**config.mk**
```make
export PLATFORM = sky130hd
export DESIGN_NAME = hrs_recip_seed
export DESIGN_NICKNAME = d
export VERILOG_FILES = /design/src/rtl/hrs_pkg.sv /design/src/rtl/hrs_seed_rom.sv /design/src/rtl/hrs_unpack.sv /design/src/rtl/hrs_pack.sv /design/src/rtl/hrs_recip_seed.sv
export SDC_FILE = /design/constraint.sdc
export NUM_CORES = 1
export LEC_CHECK = 0
export CAP_MARGIN = 20
export CORE_MARGIN = 10
export CORE_UTILIZATION = 40
export CTS_CLUSTER_DIAMETER = 200
export CTS_CLUSTER_SIZE = 28
export DETAILED_ROUTE_END_ITERATION = 10
export PLACE_DENSITY = 0.57
export SYNTH_ARGS = -nofsm -noshare
export SYNTH_HDL_FRONTEND = slang
export SYNTH_SLANG_ARGS = --single-unit
export TNS_END_PERCENT = 100
```
**constraint.sdc**
```tcl
create_clock -name clk -period 13.5 [get_ports clk]
set_clock_uncertainty 0.1 [all_clocks]
set_input_delay 2.025 -clock clk [delete_from_list [all_inputs] [get_ports clk]]
set_output_delay 2.025 -clock clk [all_outputs]
set_load 0.03 [all_outputs]
```
**src/rtl/hrs_pkg.sv**
```systemverilog
package hrs_pkg;

   localparam int unsigned HALF_EXP_W = 5;
   localparam int unsigned HALF_MAN_W = 10;

   typedef enum logic [1:0] {
      K_FINITE = 2'd0,
      K_ZERO   = 2'd1,
      K_INF    = 2'd2,
      K_NAN    = 2'd3
   } kind_e;

   // Reciprocal of the bucket centre, rounded, expressed as an sw-bit fraction.
   // 2^sw / (1 + (2i+1)/2^(iw+1))  ==  2^(sw+iw+1) / (2^(iw+1) + 2i + 1)
   function automatic int unsigned seed_entry(int unsigned i, int unsigned iw, int unsigned sw);
      int unsigned num, den, q, lo, hi;
      num = 32'd1 << (sw + iw + 1);
      den = (32'd1 << (iw + 1)) + 2 * i + 1;
      q   = (2 * num + den) / (2 * den);
      lo  = (32'd1 << (sw - 1)) + 1;
      hi  = (32'd1 << sw) - 1;
      if (q < lo) q = lo;
      if (q > hi) q = hi;
      return q;
   endfunction

endpackage

```
**src/rtl/hrs_seed_rom.sv**
```systemverilog
module hrs_seed_rom #(
   parameter int unsigned IDX_W  = 7,
   parameter int unsigned SEED_W = 8
) (
   input  logic [IDX_W-1:0]  idx,
   output logic [SEED_W-1:0] seed
);
   localparam int unsigned DEPTH = 1 << IDX_W;

   logic [SEED_W-1:0] rom [DEPTH];

   for (genvar gi = 0; gi < DEPTH; gi++) begin : g_ent
      assign rom[gi] = SEED_W'(hrs_pkg::seed_entry(gi, IDX_W, SEED_W));
   end

   assign seed = rom[idx];

endmodule

```
**src/rtl/hrs_unpack.sv**
```systemverilog
module hrs_unpack #(
   parameter int unsigned EXP_W = hrs_pkg::HALF_EXP_W,
   parameter int unsigned MAN_W = hrs_pkg::HALF_MAN_W,
   parameter int unsigned IDX_W = 7,
   localparam int unsigned W    = 1 + EXP_W + MAN_W,
   localparam int unsigned EW   = EXP_W + 3,
   localparam int unsigned LZ_W = $clog2(MAN_W + 1)
) (
   input  logic                 [W-1:0]     x,
   output logic                             sign,
   output hrs_pkg::kind_e                   kind,
   output logic signed          [EW-1:0]    eff_exp,
   output logic                 [IDX_W-1:0] idx
);
   localparam logic [EXP_W-1:0] EXP_ONES = '1;

   logic [EXP_W-1:0] e;
   logic [MAN_W-1:0] m;
   logic [LZ_W-1:0]  lz;
   logic             found;
   int unsigned      sh;

   assign sign = x[W-1];
   assign e    = x[W-2 -: EXP_W];
   assign m    = x[MAN_W-1:0];

   // leading-zero count over the fraction field
   always_comb begin
      lz    = '0;
      found = 1'b0;
      for (int k = MAN_W - 1; k >= 0; k--) begin
         if (!found) begin
            if (m[k]) found = 1'b1;
            else      lz    = lz + 1'b1;
         end
      end
   end

   always_comb begin
      sh      = int'(lz) + 1;
      kind    = hrs_pkg::K_FINITE;
      eff_exp = $signed(EW'(e));
      idx     = m[MAN_W-1 -: IDX_W];
      if (e == EXP_ONES) begin
         kind = (m == '0) ? hrs_pkg::K_INF : hrs_pkg::K_NAN;
      end else if (e == '0) begin
         if (m == '0) begin
            kind = hrs_pkg::K_ZERO;
         end else begin
            // shift the leading one out; its weight becomes exponent -lz
            eff_exp = -$signed(EW'(lz));
            idx     = IDX_W'((MAN_W'(m << sh)) >> (MAN_W - IDX_W));
         end
      end
   end

endmodule

```
**src/rtl/hrs_pack.sv**
```systemverilog
module hrs_pack #(
   parameter int unsigned EXP_W  = hrs_pkg::HALF_EXP_W,
   parameter int unsigned MAN_W  = hrs_pkg::HALF_MAN_W,
   parameter int unsigned SEED_W = 8,
   localparam int unsigned W     = 1 + EXP_W + MAN_W,
   localparam int unsigned EW    = EXP_W + 3
) (
   input  logic                        sign,
   input  hrs_pkg::kind_e              kind,
   input  logic signed [EW-1:0]        eff_exp,
   input  logic        [SEED_W-1:0]    seed,
   output logic        [W-1:0]         y
);
   localparam int          BIAS    = (1 << (EXP_W - 1)) - 1;
   localparam int          MIRROR  = 2 * BIAS - 1;
   localparam int          EXP_TOP = (1 << EXP_W) - 1;
   localparam int unsigned PAD     = MAN_W - (SEED_W - 1);
   localparam int unsigned NAN_PAD = MAN_W - SEED_W;
   localparam logic [EXP_W-1:0] EXP_ONES = '1;

   logic [MAN_W:0]   sig;
   logic [MAN_W:0]   sub;
   logic [MAN_W-1:0] nan_frac;
   int               eo;
   int               sh;

   assign sig      = {1'b1, seed[SEED_W-2:0], {PAD{1'b0}}};
   assign nan_frac = {seed, {NAN_PAD{1'b0}}};

   always_comb begin
      eo  = MIRROR - int'(eff_exp);
      sh  = 1 - eo;
      sub = sig >> sh;
      unique case (kind)
         hrs_pkg::K_ZERO: y = {sign, EXP_ONES, {MAN_W{1'b0}}};
         hrs_pkg::K_INF:  y = {sign, {EXP_W{1'b0}}, {MAN_W{1'b0}}};
         hrs_pkg::K_NAN:  y = {sign, EXP_ONES, nan_frac};
         default: begin
            if (eo >= EXP_TOP)  y = {sign, EXP_ONES, {MAN_W{1'b0}}};
            else if (eo >= 1)   y = {sign, eo[EXP_W-1:0], sig[MAN_W-1:0]};
            else                y = {sign, {EXP_W{1'b0}}, sub[MAN_W-1:0]};
         end
      endcase
   end

endmodule

```
**src/rtl/hrs_recip_seed.sv**
```systemverilog
module hrs_recip_seed #(
   parameter int unsigned EXP_W   = hrs_pkg::HALF_EXP_W,
   parameter int unsigned MAN_W   = hrs_pkg::HALF_MAN_W,
   parameter int unsigned IDX_W   = 7,
   parameter int unsigned SEED_W  = 8,
   parameter bit          OUT_REG = 1'b1,
   localparam int unsigned W      = 1 + EXP_W + MAN_W
) (
   input  logic         clk,
   input  logic         rst_n,
   input  logic         op_vld,
   input  logic [W-1:0] op_val,
   output logic         res_vld,
   output logic [W-1:0] res_val
);
   localparam int unsigned EW     = EXP_W + 3;
   localparam int          BIAS   = (1 << (EXP_W - 1)) - 1;
   localparam int          MIRROR = 2 * BIAS - 1;

   if (SEED_W != IDX_W + 1) begin : g_chk_seed
      $error("SEED_W must be IDX_W+1");
   end
   if (IDX_W > MAN_W || SEED_W > MAN_W) begin : g_chk_idx
      $error("index and seed must fit the fraction field");
   end
   if (EXP_W < 3) begin : g_chk_exp
      $error("EXP_W too small");
   end

   logic                  op_sign;
   hrs_pkg::kind_e        op_kind;
   logic signed [EW-1:0]  op_exp;
   logic [IDX_W-1:0]      rom_idx;
   logic [SEED_W-1:0]     rom_seed;
   logic [W-1:0]          seed_word;

   hrs_unpack #(.EXP_W(EXP_W), .MAN_W(MAN_W), .IDX_W(IDX_W)) u_unpack (
      .x       (op_val),
      .sign    (op_sign),
      .kind    (op_kind),
      .eff_exp (op_exp),
      .idx     (rom_idx)
   );

   hrs_seed_rom #(.IDX_W(IDX_W), .SEED_W(SEED_W)) u_rom (
      .idx  (rom_idx),
      .seed (rom_seed)
   );

   hrs_pack #(.EXP_W(EXP_W), .MAN_W(MAN_W), .SEED_W(SEED_W)) u_pack (
      .sign    (op_sign),
      .kind    (op_kind),
      .eff_exp (op_exp),
      .seed    (rom_seed),
      .y       (seed_word)
   );

   if (OUT_REG) begin : g_reg
      always_ff @(posedge clk) begin
         if (!rst_n) begin
            res_vld <= 1'b0;
            res_val <= '0;
         end else begin
            res_vld <= op_vld;
            if (op_vld) res_val <= seed_word;
         end
      end

      // strobe follows the operand strobe by one clock
      a_r1_vld_latency: assert property (@(posedge clk) disable iff (!rst_n)
         1'b1 |=> res_vld == $past(op_vld));
      // zero operand -> signed infinity
      a_r7_zero_to_inf: assert property (@(posedge clk) disable iff (!rst_n)
         (op_vld && op_val[W-2:0] == '0) |=>
         res_val == {$past(op_val[W-1]), {EXP_W{1'b1}}, {MAN_W{1'b0}}});
      // infinite operand -> signed zero
      a_r8_inf_to_zero: assert property (@(posedge clk) disable iff (!rst_n)
         (op_vld && op_val[W-2 -: EXP_W] == '1 && op_val[MAN_W-1:0] == '0) |=>
         res_val == {$past(op_val[W-1]), {(W-1){1'b0}}});
      // NaN operand -> quiet NaN
      a_r9_nan_quiet: assert property (@(posedge clk) disable iff (!rst_n)
         (op_vld && op_val[W-2 -: EXP_W] == '1 && op_val[MAN_W-1:0] != '0) |=>
         (res_val[W-2 -: EXP_W] == '1 && res_val[MAN_W-1]));
      // normal operand in the mirrored range -> exponent 29 - e
      a_r5_exp_mirror: assert property (@(posedge clk) disable iff (!rst_n)
         (op_vld && op_val[W-2 -: EXP_W] != '0 &&
          int'(op_val[W-2 -: EXP_W]) < MIRROR) |=>
         int'(res_val[W-2 -: EXP_W]) == MIRROR - int'($past(op_val[W-2 -: EXP_W])));
      // sign is carried through on every result
      a_r11_sign_kept: assert property (@(posedge clk) disable iff (!rst_n)
         op_vld |=> res_val[W-1] == $past(op_val[W-1]));
   end else begin : g_comb
      assign res_vld = op_vld;
      assign res_val = seed_word;

      a_r11_sign_kept: assert property (@(posedge clk) disable iff (!rst_n)
         op_vld |-> res_val[W-1] == op_val[W-1]);
      a_r7_zero_to_inf: assert property (@(posedge clk) disable iff (!rst_n)
         (op_vld && op_val[W-2:0] == '0) |-> res_val[W-2:0] == {{EXP_W{1'b1}}, {MAN_W{1'b0}}});
      a_r8_inf_to_zero: assert property (@(posedge clk) disable iff (!rst_n)
         (op_vld && op_val[W-2 -: EXP_W] == '1 && op_val[MAN_W-1:0] == '0) |->
         res_val[W-2:0] == '0);
      a_r9_nan_quiet: assert property (@(posedge clk) disable iff (!rst_n)
         (op_vld && op_val[W-2 -: EXP_W] == '1 && op_val[MAN_W-1:0] != '0) |->
         (res_val[W-2 -: EXP_W] == '1 && res_val[MAN_W-1]));
   end

endmodule

```
Word-level counts from Yosys, hierarchy flattened
Memory sizes are Yosys's and may differ from the RTL's.
Index checks and enable logic that the tools add are counted.
{ "classes": {"add_sub_neg": 13, "magnitude_cmp": 3, "eq_ne": 4, "shift": 2, "muxes": 51, "n_bitwise": 1, "reduce_logical": 2} }
{ "ops": {"columns": ["op", "n"], "rows": [
  ["two-way mux 4 bit", 18],
  ["case mux 15 bit (3 select lines)", 1],
  ["two-way mux 8 bit", 5],
  ["adder 4 x 1 -> 4 bit (second input constant)", 8],
  [">= comparator 32 x 2 -> 1 bit (second input constant)", 1],
  [">= comparator 32 x 6 -> 1 bit (second input constant)", 1],
  ["<< shifter 10 x 32 -> 10 bit", 1],
  ["right shift 11 x 32 -> 10 bit", 1],
  ["subtractor 2 x 32 -> 32 bit (first input constant)", 1],
  ["two-way mux 15 bit", 2],
  ["two-way mux 7 bit", 3],
  ["two-way mux 1 bit", 20],
  ["zero test 10 bit", 1],
  ["subtractor 6 x 8 -> 9 bit (first input constant)", 1],
  [">= comparator 8 bit (second input constant)", 1],
  ["negator 4 -> 8 bit", 1],
  ["inverter 7 -> 8 bit", 1],
  ["adder 4 x 1 -> 5 bit (second input constant)", 1],
  ["equality test 5 bit (second input constant)", 1],
  ["zero test 5 bit", 1],
  ["equality test 2 bit (second input constant)", 2],
  ["two-way mux 2 bit", 2],
  ["adder 1 x 1 -> 2 bit (second input constant)", 1],
  ["equality test 2 x 1 -> 1 bit (second input constant)", 1]
]} }
{ "word_totals": {"regBits": 17, "romBits": 1024, "in_bits": 19, "out_inout_bits": 17, "mem_count": 1} }
{ "mem_list": {"columns": ["name", "words", "width", "read_ports", "rd_clocked_by_memory_dff", "write_ports", "line_no", "source"], "rows": [
  ["(name not given)", 128, 8, 1, 0, 0, "hrs_seed_rom.sv:16", "assign seed = rom[idx];"]
]} }

Depth between registers and ports, before layout
Gate-level depths: netlist of the first run.
{ "depth": {"word_depth": 41, "ltp_mapped": 40} }

Hierarchy
Synthesis of the first run repeated with hierarchy kept, for this count alone.
{ "hier_totals": {"cells_unflattened": 532, "area_unflattened_um2": 3947.5} }
{ "modules_own_cells": {"columns": ["mod", "instances", "cells_each", "area_each_um2", "seq_area_each_um2"], "rows": [
  ["hrs_unpack", 1, 189, 1291.2, 0.0],
  ["hrs_pack", 1, 143, 1043.5, 0.0],
  ["hrs_seed_rom", 1, 147, 969.7, 0.0],
  ["hrs_recip_seed", 1, 53, 643.1, 340.3]
]} }

Worst setup path after synthesis of the first run
No wires, ideal clock.
{ "synth_timing": {"path_kind": "input to register", "start": "in op_val[8]", "end": "reg res_val[1]", "setup_time_ns": 0.091, "arrival_time_ns": 9.950, "required_ns": 13.309, "slack_ns": 3.359, "path_stages": 35, "n_path_buf": 1, "cell_sequence": "clkbuf_1 nor2_1 ha_1 o31a_1 ha_1 xor2_1 o221ai_1 o31ai_1 a211oi_1 ha_1 o21ai_0 ha_1 o311a_2 ha_1 mux2i_1 nand4_1 nand3_1 ha_1 xnor2_1 a21oi_1 clkinv_1 ha_1 nor2b_1 o32ai_1 a22o_1 nand2b_1 ha_1 nor4b_1 nand2_1 nor3_1 o31a_1 nand2_1 a2111oi_2 nor3_1 a311oi_1"} }
{ "synth_via": {"elab_chain_cells": 39, "elab_cells_between_ends": 64, "classes_between": "add/sub: 12; order compare: 2; eq/ne: 3; shift: 2; mux: 42; bitwise: 1; reduce/logical: 1; memory: 1"} }
{ "synth_rtl": {"columns": ["element", "line_no", "source"], "rows": [
  ["start, declared", "hrs_recip_seed.sv:12", "input logic [W-1:0] op_val,"],
  ["two-way mux 4 bit", "hrs_unpack.sv:33", "if (m[k]) found = 1'b1;"],
  ["two-way mux 4 bit", "hrs_unpack.sv:32", "if (!found) begin"],
  ["adder 4 x 1 -> 4 bit", "hrs_unpack.sv:34", "else lz = lz + 1'b1;"],
  ["two-way mux 4 bit", "hrs_unpack.sv:33", null],
  ["two-way mux 4 bit", "hrs_unpack.sv:32", null],
  ["adder 4 x 1 -> 4 bit", "hrs_unpack.sv:34", null],
  ["two-way mux 4 bit", "hrs_unpack.sv:33", null],
  ["two-way mux 4 bit", "hrs_unpack.sv:32", null],
  ["(+22 left out)", null, null],
  ["two-way mux 7 bit", "hrs_unpack.sv:44", "if (e == EXP_ONES) begin"],
  ["inverter 7 -> 8 bit (not written as such)", "hrs_seed_rom.sv:16", null],
  ["memory (128 x 8 bit)", null, null],
  ["two-way mux 8 bit (not written as such) (2 in series)", "hrs_seed_rom.sv:16", null],
  ["right shift 11 x 32 -> 10 bit", "hrs_pack.sv:33", "sub = sig >> sh;"],
  ["two-way mux 15 bit", "hrs_pack.sv:40", "else if (eo >= 1) y = {sign, eo[EXP_W-1:0], sig[MAN_W-1:0]};"],
  ["two-way mux 15 bit", "hrs_pack.sv:39", "if (eo >= EXP_TOP) y = {sign, EXP_ONES, {MAN_W{1'b0}}};"],
  ["case mux 15 bit (3 select lines) (*)", "hrs_pack.sv:34", "unique case (kind)"],
  ["end signal, assigned", "hrs_recip_seed.sv:65", "if (op_vld) res_val <= seed_word;"],
  ["end, declared", "hrs_recip_seed.sv:14", "output logic [W-1:0] res_val"]
]} }
Every way passes the cells marked *; elsewhere a longest branch is shown, timed or not. The select of a mux whose other input is x is not followed.
A chain may end at the register's enable or synchronous reset.

Final worst setup path of the first run
{ "layout_timing": {"start": "in op_val[7]", "end": "reg res_val[1]"} }
{ "layout_via": {"elab_chain_cells": 36, "elab_cells_between_ends": 60, "classes_between": "add/sub: 11; order compare: 2; eq/ne: 3; shift: 2; mux: 39; bitwise: 1; reduce/logical: 1; memory: 1"} }
{ "layout_rtl": {"columns": ["element", "line_no"], "rows": [
  ["two-way mux 4 bit", "hrs_unpack.sv:33"],
  ["two-way mux 4 bit", "hrs_unpack.sv:32"],
  ["adder 4 x 1 -> 4 bit", "hrs_unpack.sv:34"],
  ["two-way mux 4 bit", "hrs_unpack.sv:33"],
  ["two-way mux 4 bit", "hrs_unpack.sv:32"],
  ["adder 4 x 1 -> 4 bit", "hrs_unpack.sv:34"],
  ["two-way mux 4 bit", "hrs_unpack.sv:33"],
  ["two-way mux 4 bit", "hrs_unpack.sv:32"],
  ["(+19 left out)", null],
  ["two-way mux 7 bit", "hrs_unpack.sv:44"],
  ["inverter 7 -> 8 bit (not written as such)", "hrs_seed_rom.sv:16"],
  ["memory (128 x 8 bit)", null],
  ["two-way mux 8 bit (not written as such) (2 in series)", "hrs_seed_rom.sv:16"],
  ["right shift 11 x 32 -> 10 bit", "hrs_pack.sv:33"],
  ["two-way mux 15 bit", "hrs_pack.sv:40"],
  ["two-way mux 15 bit", "hrs_pack.sv:39"],
  ["case mux 15 bit (3 select lines) (*)", "hrs_pack.sv:34"]
]} }
Marked as above.

==> impl_metrics.toml, run 1 <==
[setup_path]
start_kind = "input pin"
critPathKind = "input pin to flop"
path_common_cell = "ha_1"
slowest_delay_ns = 0.77
path_max_fanout = 12
r2r.worst_path.cells = 5
cp-end-kind = "flop"
slowest_stage = "clkdlybuf4s50_1"
worstPathRequired_ns = 13.57
arrival_ns = 12.31

[synth]
ys_seq_area_share_pct = 7.63
synthFlopType = "dfxtp_1"
synth_top_area_share_pct = 8.41
syn_nets = 684
synth_warnings = 0
synth-edff-count = 0
syn_area_sq_um = 4460
yosysTopAreaCell = "ha_1"
synthCells = 635
async_flop_share_pct = 0
yosysMostFrequentCell = "nor2_1"
syn_avg_cell_area_sq_um = 7.03
ys_top_cells_by_count = "53 x nor2_1, 48 x nand2_1, 45 x a21oi_1"
ys_ff_latch = 17
synth_area_leaders = "ha_1 8.4%, dfxtp_1 7.6%, a21oi_1 5.0%, o21ai_0 4.6%, nor2_1 4.5%"
synth_cell_types = 102

[run]
cap_violations = 0

[global_route]
track_usage_pct = 17.6
grt_pass1_vias = 4766
grt_max_degree = 27
grt_pass1_wl_microns = 24500
grt_overflow = 0
antenna_found_initial = 0

[sta]
drv_slew = 0
hold_violations = 0
setup_viol = 0
fmax_ghz = 0.0817
tns_ns = 0
tightest_slew_ns = 1.01
finalCritPeriodShare_pct = 90.7
slew_headroom_pct = 32.4
grt_setup_unrepaired = "no"
finalCriticalPeriod_ns = 12.24

[layout]
layout-drive-gt1-share_pct = 9.08
final_nets = 689
fin_util_pct = 44.5
diodes = 0
area_growth_pct = 8.66

[clock_tree]
cts_tree = "built"
path_clk_slew_ns = 0.07
insertion_delay_ns = 0.25
root_buffer = "clkbuf_8"
cts_hold_buf = 0
clkSinkCount = 17
clk_path_buf_depth = 2
numCtsBuffers = 3
cts_resized = 0
htreeDepth = 1
cts_setup_buffers = 0

[route]
wire_per_inst_microns = 19.4
drc = 0
totalWireLength_microns = 15100
viasPerCell = 6.66
detail_route.first_pass.iterations = 6
drt_iter0_drc = 820
num_vias = 5185
drtAntennaViolNets = 0

[die]
fp.dieW_microns = 126
fp.coreArea_sq_um = 10900
dieArea_sq_um = 15800
rows = 38
initial_utilization_pct = 41.0
die_h_microns = 126
ioPinCount = 36

[power_and_ir_drop]
powerDensity_nw_per_um2 = 55.2
ir_drop_mv = 0.0438
p_leak_nw = 1.80
power_w = 0.000268

[status]
status = "finished, final reports clean"

[hold_path]
worstHoldPathCells = 2
min_path_type = "flop to flop"

[placement]
io_buffers = 35
gp_congestion = 0.977
dp_hpwl_microns = 11200
worst paths after layout:
| kind | start | end | slack [ns] |
|---|---|---|---|
| max | op_val[7] | res_val[1] | 1.26 |
| min | res_val[15] | res_val[15] | 0.41 |
| max reg2reg | res_val[3] | res_val[3] | 12.12 |
| min reg2reg | res_val[15] | res_val[15] | 0.41 |
cell type report:
class                   count  area (sq um)
inverters                  32           120
multi-input cells         547          3780
well taps                 140           175
flip-flops and latches     17           340
clock buffers               4          45.0
repair buffers             39           388
fillers                  1159          6040
kinds of logic after synthesis:
logic type	Yosys count	synth area share [%]
AO/OA/AOI/OAI	249	41.4
AND/OR/NAND/NOR	239	27.8
buffers and inverters	71	7.65
adder cells (fa/ha/maj)	30	8.41
flip-flops	17	7.63
XOR/XNOR	15	3.42
multiplexers	14	3.64
flip-flops by register name (all words and copies together) (netlist names):
register and flops:
res_vld 1, res_val 16
placed cells by master (no fill, tap or decap), drive strengths merged, types with 5 or more instances in the layout:
| cell | Yosys | final |
|---|---|---|
| nand2b | 9 | 9 |
| nand3 | 28 | 28 |
| nor2b | 12 | 12 |
| o2111ai | 6 | 6 |
| and3 | 13 | 13 |
| a31oi | 12 | 12 |
| and2 | 7 | 7 |
| o22ai | 6 | 6 |
| xor2 | 5 | 5 |
| xnor2 | 9 | 9 |
| nor2 | 57 | 57 |
| nor3 | 27 | 27 |
| inv | 29 | 29 |
| nand4 | 7 | 7 |
| o31a | 5 | 5 |
| mux2 | 5 | 5 |
| a21o | 6 | 6 |
| a2111oi | 7 | 7 |
| ha | 30 | 30 |
| a311oi | 6 | 6 |
| a211oi | 20 | 20 |
| clkdlybuf4s50 | 0 | 35 |
| a21oi | 48 | 48 |
| o211ai | 13 | 13 |
| or2 | 5 | 5 |
| o21ai | 52 | 52 |
| nand2 | 49 | 49 |
| dfxtp | 17 | 17 |
| o31ai | 11 | 11 |
| nor4 | 7 | 7 |
| mux2i | 8 | 8 |
stage by stage:
stage	worst slack, ns	cell area (sq um)	std cells	hold slack (ns)
floorplan	3.36	4460	635	0.531
global placement	1.71	4790	774	0.383
detailed placement	1.24	4790	774	0.397
CTS	1.46	4830	778	0.413
global route	0.519	4850	779	0.450
finish	1.26	4850	779	0.406
routing by layer:
metal	track usage, %	share of wire [%]	up-vias
li1	-	-	2463
met1	24.3	46	2448
met2	28.6	46	248
met3	2.14	6.5	26
met4	3.39	1.5	0
met5	0	0	-
where the power goes:
group	internal (W)	switching [W]	leakage, nW
registers	0.0000538	0.00000186	0.140
logic	0.0000621	0.000110	1.64
clock network	0.0000210	0.0000186	0.0228
total	0.000137	0.000131	1.80
worst max-delay path: cells and delay by family:
| family | cells | cell delay (ns) |
|---|---|---|
| AND/OR/NAND/NOR | 8 | 1.55 |
| multiplexers | 1 | 0.15 |
| AO/OA/AOI/OAI | 14 | 4.35 |
| XOR/XNOR | 2 | 0.28 |
| adder cells (fa/ha/maj) | 8 | 2.47 |
| buffers and inverters | 3 | 1.48 |
Power figures use the tool's default switching activity.
==> run 2: changes to the inputs <==
- CELL_PAD_IN_SITES_DETAIL_PLACEMENT: unset -> 1
- CELL_PAD_IN_SITES_GLOBAL_PLACEMENT: unset -> 1
- DONT_BUFFER_PORTS: unset -> 1
- PLACE_DENSITY: 0.57 -> 0.69
==> run 2 against run 1 <==
Effect of this change: final cell count decreased by 4.4%; sequential power grew 14%; die area stayed put; sequential share of layout area is 0.55 points higher; maximum frequency increased by 7.8%; clock power about the same.
==> impl_metrics.toml, run 2 (same netlist as run 1, synthesis figures left out) <==
[status]
status = "finished, final reports clean"

[layout]
reg_top3 = "res_val (16), res_vld (1)"
diodes = 0
final_nets = 655
final_common_cell = "nor2_1"
seq_area_sq_um = 340
largest_reg_flops = 16
multi_input_area_sq_um = 3780
regMostFlops = "res_val"
finalNonFillerCells = 745
layout-drive-gt1-share_pct = 9.75
final_cell_mix = "53 x nor2_1, 48 x nand2_1, 45 x a21oi_1"
nFillCells = 1401
area_growth_pct = 0.813

[setup_path]
slowest_delay_ns = 0.66
path_common_cell = "ha_1"
rrSetupSlack_ns = 12.00
path_max_fanout = 11
cp-end-kind = "flop"
critical_path.top_delay_family = "compound AO/OA/AOI/OAI gates"
arrival_ns = 11.45
r2r.worst_path.cells = 5
start_kind = "input pin"
r2r-end = "res_val[3]"
r2r_start = "res_val[3]"
crit_buf_inv = 2
critPathKind = "input pin to flop"
worstPathRequired_ns = 13.59
slowest_stage = "a21oi_1"

[placement]
gp_congestion = 0.907
io_buffers = 0
dp_hpwl_microns = 12400
dp.cells = 741

[route]
drc = 0
wire_per_inst_microns = 21.7
totalWireLength_microns = 16200
drt_iter0_drc = 465
num_vias = 5040
detail_route.first_pass.iterations = 5
drtAntennaViolNets = 0
viasPerCell = 6.77

[clock_tree]
root_buffer = "clkbuf_8"
path_clk_slew_ns = 0.07
cts_hold_buf = 0
clk_path_buf_depth = 2
htreeDepth = 1
cts_setup_buffers = 0
cts_tree = "built"
cts_resized = 0
insertion_delay_ns = 0.25
clkSinkCount = 17
numCtsBuffers = 3

[run]
cap_violations = 0

[sta]
hold_violations = 0
tns_ns = 0
slew_headroom_pct = 30.1
tightest_slew_ns = 1.05
setup_viol = 0
drv_slew = 0
grt_setup_unrepaired = "no"
finalCritPeriodShare_pct = 84.1
fmax_ghz = 0.0881
finalCriticalPeriod_ns = 11.35

[global_route]
grt_pass1_vias = 5017
grt_overflow = 0
grt_pass1_wl_microns = 26600
grt_max_degree = 27
track_usage_pct = 19.2
antenna_found_initial = 1

[die]
die_h_microns = 126
initial_utilization_pct = 41.0
fp.dieW_microns = 126
dieArea_sq_um = 15800
ioPinCount = 36
fp.coreArea_sq_um = 10900
rows = 38

[power_and_ir_drop]
p_leak_nw = 1.67
ir_drop_mv = 0.0382
powerDensity_nw_per_um2 = 55.9

[hold_path]
hold_start = "res_val[15]"
worstHoldPathCells = 2
hold_path_end = "res_val[15]"
min_path_type = "flop to flop"
[run 2: power breakdown]
part / internal (W) / leakage, nW / switching (W)
sequential: 0.0000538 / 0.140 / 0.00000987
combinational: 0.0000520 / 1.51 / 0.0000961
clock: 0.0000210 / 0.0228 / 0.0000187
[run 2: cell type report]
type                       count  area share (%)
tap                          140            3.89
clock buffer                   4            1.00
timing repair buffer           5           0.834
inverter                      32            2.67
sequential                    17            7.56
multi-input combinational    547            84.0
[run 2: metrics by stage]
step | area [sq um] | setup slack [ns] | power [W] | utilization (%) | hold slack (ns)
detailed placement | 4450 | 2.13 | 0.000210 | 40.9 | 0.580
CTS | 4500 | 2.38 | 0.000250 | 41.3 | 0.593
global placement | 4450 | 2.51 | 0.000207 | 40.9 | 0.563
floorplan | 4460 | 3.36 | 0.000182 | - | 0.531
finish | 4500 | 2.15 | 0.000252 | 41.3 | 0.580
global route | 4500 | 1.22 | 0.000270 | 41.3 | 0.609
[run 2: worst max-delay path by stage]
stage | from | end | slack, ns | cells past startpoint
2_1_floorplan | op_val[8] | res_val[1] | 3.36 | 35
3_3_place_gp | op_val[9] | res_val[1] | 2.51 | 35
3_5_place_dp | op_val[9] | res_val[1] | 2.13 | 35
4_1_cts | op_val[9] | res_val[5] | 2.38 | 35
5_1_grt | op_val[9] | res_val[5] | 1.22 | 35
6_report | op_val[9] | res_val[5] | 2.15 | 35
[run 2: worst reg2reg max path, stage by stage (launching register included)]
cell     delay, ns
dfxtp_1       0.53
o21ai_0       0.19
nor3_1        0.23
and3_1        0.22
a32oi_1       0.10
nand2_1       0.08
[run 2: layer usage]
metal | global-route usage [%] | vias to the layer above | wire, microns
met1 | 25.4 | 2483 | 7450
li1 | - | 2384 | -
met4 | 4.07 | 2 | 231
met5 | 0 | - | 19
met3 | 2.81 | 19 | 885
met2 | 32.1 | 152 | 7590
